## src/rtl/sar_conv_pkg.sv

```systemverilog
`timescale 1ns/1ps
package sar_conv_pkg;
  typedef enum logic {
    ST_IDLE  = 1'b0,
    ST_TRIAL = 1'b1
  } sar_state_e;
endpackage

```

## src/rtl/sar_ring_ptr.sv

```systemverilog
`timescale 1ns/1ps
module sar_ring_ptr #(
  parameter int N = 8
) (
  input  logic         clk_i,
  input  logic         rst_ni,
  input  logic         load_i,
  input  logic         step_i,
  output logic [N-1:0] sel_o,
  output logic         at_lsb_o
);
  localparam logic [N-1:0] MsbHot = {1'b1, {(N-1){1'b0}}};

  logic [N-1:0] ring_q;

  // walks MSB -> LSB, then empties
  always_ff @(posedge clk_i or negedge rst_ni) begin
    if (!rst_ni)     ring_q <= '0;
    else if (load_i) ring_q <= MsbHot;
    else if (step_i) ring_q <= ring_q >> 1;
  end

  assign sel_o    = ring_q;
  assign at_lsb_o = ring_q[0];
endmodule

```

## src/rtl/sar_approx_reg.sv

```systemverilog
`timescale 1ns/1ps
module sar_approx_reg #(
  parameter int N = 8
) (
  input  logic         clk_i,
  input  logic         rst_ni,
  input  logic         load_i,
  input  logic         step_i,
  input  logic         last_i,
  input  logic [N-1:0] sel_i,
  input  logic         cmp_i,
  output logic [N-1:0] code_o,
  output logic [N-1:0] result_o
);
  localparam logic [N-1:0] MsbHot = {1'b1, {(N-1){1'b0}}};

  logic [N-1:0] code_q, res_q;
  logic [N-1:0] decided, stepped;

  // settle the bit under trial, then raise the next lower one
  always_comb begin
    decided = (code_q & ~sel_i) | (cmp_i ? sel_i : '0);
    stepped = decided | (sel_i >> 1);
  end

  always_ff @(posedge clk_i or negedge rst_ni) begin
    if (!rst_ni)     code_q <= '0;
    else if (load_i) code_q <= MsbHot;
    else if (step_i) code_q <= stepped;
  end

  always_ff @(posedge clk_i or negedge rst_ni) begin
    if (!rst_ni)                res_q <= '0;
    else if (step_i && last_i)  res_q <= decided;
  end

  assign code_o   = code_q;
  assign result_o = res_q;
endmodule

```

## src/rtl/sar_seq_ctrl.sv

```systemverilog
`timescale 1ns/1ps
module sar_seq_ctrl
  import sar_conv_pkg::*;
(
  input  logic clk_i,
  input  logic rst_ni,
  input  logic start_i,
  input  logic at_lsb_i,
  output logic load_o,
  output logic step_o,
  output logic last_o,
  output logic busy_o,
  output logic done_o
);
  sar_state_e state_q, state_d;
  logic       done_q;

  always_comb begin
    load_o  = (state_q == ST_IDLE) && start_i;
    step_o  = (state_q == ST_TRIAL);
    last_o  = step_o && at_lsb_i;
    state_d = state_q;
    if (load_o)      state_d = ST_TRIAL;
    else if (last_o) state_d = ST_IDLE;
  end

  always_ff @(posedge clk_i or negedge rst_ni) begin
    if (!rst_ni) begin
      state_q <= ST_IDLE;
      done_q  <= 1'b0;
    end else begin
      state_q <= state_d;
      done_q  <= last_o;
    end
  end

  assign busy_o = (state_q == ST_TRIAL);
  assign done_o = done_q;
endmodule

```

## src/rtl/sar_conv_ctrl.sv

```systemverilog
`timescale 1ns/1ps
module sar_conv_ctrl #(
  parameter int N = 8
) (
  input  logic         clk_i,
  input  logic         rst_ni,
  input  logic         start_i,
  input  logic         cmp_i,
  output logic [N-1:0] dac_code_o,
  output logic [N-1:0] trial_sel_o,
  output logic         busy_o,
  output logic         done_o,
  output logic [N-1:0] result_o
);
  logic         load, step, last, at_lsb;
  logic [N-1:0] sel;

  sar_seq_ctrl u_ctrl (
    .clk_i    (clk_i),
    .rst_ni   (rst_ni),
    .start_i  (start_i),
    .at_lsb_i (at_lsb),
    .load_o   (load),
    .step_o   (step),
    .last_o   (last),
    .busy_o   (busy_o),
    .done_o   (done_o)
  );

  sar_ring_ptr #(.N(N)) u_ring (
    .clk_i    (clk_i),
    .rst_ni   (rst_ni),
    .load_i   (load),
    .step_i   (step),
    .sel_o    (sel),
    .at_lsb_o (at_lsb)
  );

  sar_approx_reg #(.N(N)) u_areg (
    .clk_i    (clk_i),
    .rst_ni   (rst_ni),
    .load_i   (load),
    .step_i   (step),
    .last_i   (last),
    .sel_i    (sel),
    .cmp_i    (cmp_i),
    .code_o   (dac_code_o),
    .result_o (result_o)
  );

  assign trial_sel_o = sel;
endmodule

```

## config.mk

```make
export PLATFORM = sky130hd
export DESIGN_NAME = sar_conv_ctrl
export DESIGN_NICKNAME = d
export VERILOG_FILES = /design/src/rtl/sar_conv_pkg.sv /design/src/rtl/sar_ring_ptr.sv /design/src/rtl/sar_approx_reg.sv /design/src/rtl/sar_seq_ctrl.sv /design/src/rtl/sar_conv_ctrl.sv
export SDC_FILE = /design/constraint.sdc
export NUM_CORES = 1
export LEC_CHECK = 0
export ABC_AREA = 0
export BUFFER_PORTS_ARGS = -buffer_cell sky130_fd_sc_hd__buf_2
export CORE_ASPECT_RATIO = 0.5
export CORE_MARGIN = 2
export CORE_UTILIZATION = 30
export CTS_BUF_LIST = sky130_fd_sc_hd__clkbuf_8
export DETAILED_ROUTE_END_ITERATION = 12
export HOLD_SLACK_MARGIN = 0.08
export SLEW_MARGIN = 40
export SYNTH_ARGS = -nofsm -noshare
export SYNTH_HDL_FRONTEND = slang
export SYNTH_HIERARCHICAL = 1
export SYNTH_SLANG_ARGS = --single-unit
export TNS_END_PERCENT = 20
```

## constraint.sdc

```tcl
create_clock -name clk_i -period 2.8 [get_ports clk_i]
set_input_delay 0.42 -clock clk_i [delete_from_list [all_inputs] [get_ports clk_i]]
set_output_delay 0.42 -clock clk_i [all_outputs]
set_load 0.05 [all_outputs]
```

==> results.sh <==
export IMPL_diodes=0
export IMPL_synthesis_area_um2=1260
export IMPL_ctsResizeCount=0
export IMPL_worst_clock_skew_ns=0.00830
export IMPL_cts_buffer_depth=2
export IMPL_cap_violations=0
export IMPL_rsz0062_at_grt="no"
export IMPL_ant_nets=0
export IMPL_holdBufCountCts=0
export IMPL_ios=30
export IMPL_path_buf_inv=1
export IMPL_ys_ff_latch=26
export IMPL_async_flop_share_pct=100
export IMPL_tightest_slew_ns=0.764
export IMPL_cp_arrival_ns=1.42
export IMPL_final_area_um2=1480
export IMPL_final_common_cell="buf_2"
export IMPL_grt_max_degree=27
export IMPL_vias_per_cell=4.84
export IMPL_fin_tns_setup_ns=0
export IMPL_gp_congestion=0.727
export IMPL_syn_inst=111
export IMPL_slowest_delay_ns=0.77
export IMPL_worst_ep_required_time_ns=2.38
export IMPL_crit_family="flip-flops"
export IMPL_cp_max_fo=18
export IMPL_cts_buffers=3
export IMPL_routedWlPerCell_um=14.0
export IMPL_start_kind="flip-flop"
export IMPL_dieArea_um2=4780
export IMPL_slowest_stage="dfrtp_1"
export IMPL_ys_flop_type="dfrtp_1"
export IMPL_cts_htree_levels=1
export IMPL_post_place_ws_ns=1.05
export IMPL_syn_num_nets=115
export IMPL_area_growth_pct=16.8
export IMPL_fillers=401
export IMPL_place_port_buffers=29
export IMPL_layout_setup_ws_ns=0.959
export IMPL_grt_pass1_wl_mm=4.20
export IMPL_max_slew_margin_pct=48.9
export IMPL_first_pass_iters=4
export IMPL_vias=915
export IMPL_hold_viol_final=0
export IMPL_die_w_um=95.8
export IMPL_clkLatencyLatePin_ns=0.27
export IMPL_rr_startpoint="u_ctrl/busy_o$_DFFE_PN0P_"
export IMPL_drt_total_wl_mm=2.64
export IMPL_track_usage_pct=11.4
export IMPL_maxSlewViolCount=0
export IMPL_synthesis_area_per_instance_um2=11.4
export IMPL_cts_root_buf="clkbuf_8"
export IMPL_yosysSeqAreaShare_pct=51.5
export IMPL_antenna_found_initial=0
export IMPL_die_h_um=49.9
export IMPL_synth_edf_count=0
export IMPL_min_period_over_period_pct=65.8
export IMPL_clock_sinks=26
export IMPL_hp_class="in -> async"
export IMPL_dp_hpwl_mm=1.81
export IMPL_fmax_ghz=0.543
export IMPL_fp_row_count=16
export IMPL_clkTransAtPathRegs_ns=0.09
export IMPL_layout_drive_gt1_share_pct=30.4
export IMPL_timing_worst_setup_path_type="reg -> out"
export IMPL_ys_types=21
export IMPL_cp_startpoint="u_ctrl/busy_o$_DFFE_PN0P_"
export IMPL_post_cts_buffers=0
export IMPL_path_cells="buf_2"
export IMPL_drtIter0Drc=71
export IMPL_period_needed_ns=1.84
export IMPL_gr_total_overflow=0
export IMPL_cts_tree="yes"
export IMPL_placed_area_um2=1410
export IMPL_post_route_drc_count=0
export IMPL_yosysWarnings=6
export IMPL_setup_violations_final=0
export IMPL_end_kind="output port"
export IMPL_start_util_pct=31.9
export IMPL_grt_pass1_vias=841
export IMPL_status="completed"
export IMPL_fin_nets=140
export IMPL_coreArea_um2=3960
export IMPL_final_cell_mix="buf_2 (29), dfrtp_1 (26), a21oi_1 (16)"
[logic make-up after synthesis]
| logic type | after synthesis | synth area share (%) |
|---|---|---|
| and+or+nand+nor | 32 | 17.6 |
| DFF | 26 | 51.5 |
| AOI/OAI and AO/OA | 24 | 11.6 |
| muxes | 15 | 11.9 |
| buffers and inverters | 14 | 7.43 |
[cell usage after synthesis, drive strengths merged, types with 4 or more instances]
library cell  number  area share [%]
dfrtp             26              51
mux2i             15              12
inv                4             1.2
nor3               5             2.0
nor4               5             3.5
nor2              12             3.6
a21oi             16             6.3
and4bb             7             6.9
buf                8             5.6
[through the flow]
stage,hold WS [ns],utilization (%),std cells
floorplan,0.124,-,111
global placement,0.449,35.4,185
detailed placement,0.449,35.4,185
CTS,0.152,37.2,189
global route,0.178,37.2,189
finish,0.139,37.2,189
[layout make-up]
type,instances,area [um2],area share [%]
Clock buffer,3,41.3,2.80
Clock inverter,1,30.0,2.03
Tap cell,54,67.6,4.58
Inverter,4,15.0,1.02
Multi-Input combinational cell,71,519,35.2
Sequential cell,26,651,44.1
Timing Repair Buffer,30,153,10.3
[metal layers]
| layer | routed length (um) | global-route usage, % | up-vias |
|---|---|---|---|
| met5 | 0 | 0 | - |
| li1 | - | - | 449 |
| met4 | 19 | 2.14 | 0 |
| met1 | 1220 | 16.1 | 446 |
| met2 | 1220 | 16.7 | 18 |
| met3 | 178 | 4.43 | 2 |
[worst paths after layout]
kind                                                  endpoint  slack, ns  cells after the start
worst max-delay path                                    busy_o       0.96                      1
worst min-delay path              u_areg/code_o[6]$_DFFE_PN0P_       0.14                      1
worst max register to register  u_areg/result_o[2]$_DFFE_PN0P_       1.02                      3
worst min register to register  u_areg/result_o[0]$_DFFE_PN0P_       0.54                      2
max in group asynchronous            u_ctrl/busy_o$_DFFE_PN0P_       2.29                      1
min in group clk_i              u_areg/result_o[0]$_DFFE_PN0P_       0.54                      2
[flip-flops by register name, indices dropped and copies added (netlist names)]
register and count:
u_areg/code_o 8, u_areg/result_o 8, u_ring/sel_o 8, u_ctrl/busy_o 1, u_ctrl/done_o 1
Power is left out: the tool's default activity adds up to more than one toggle a clock period on the data nets, which glitch-free logic cannot reach.
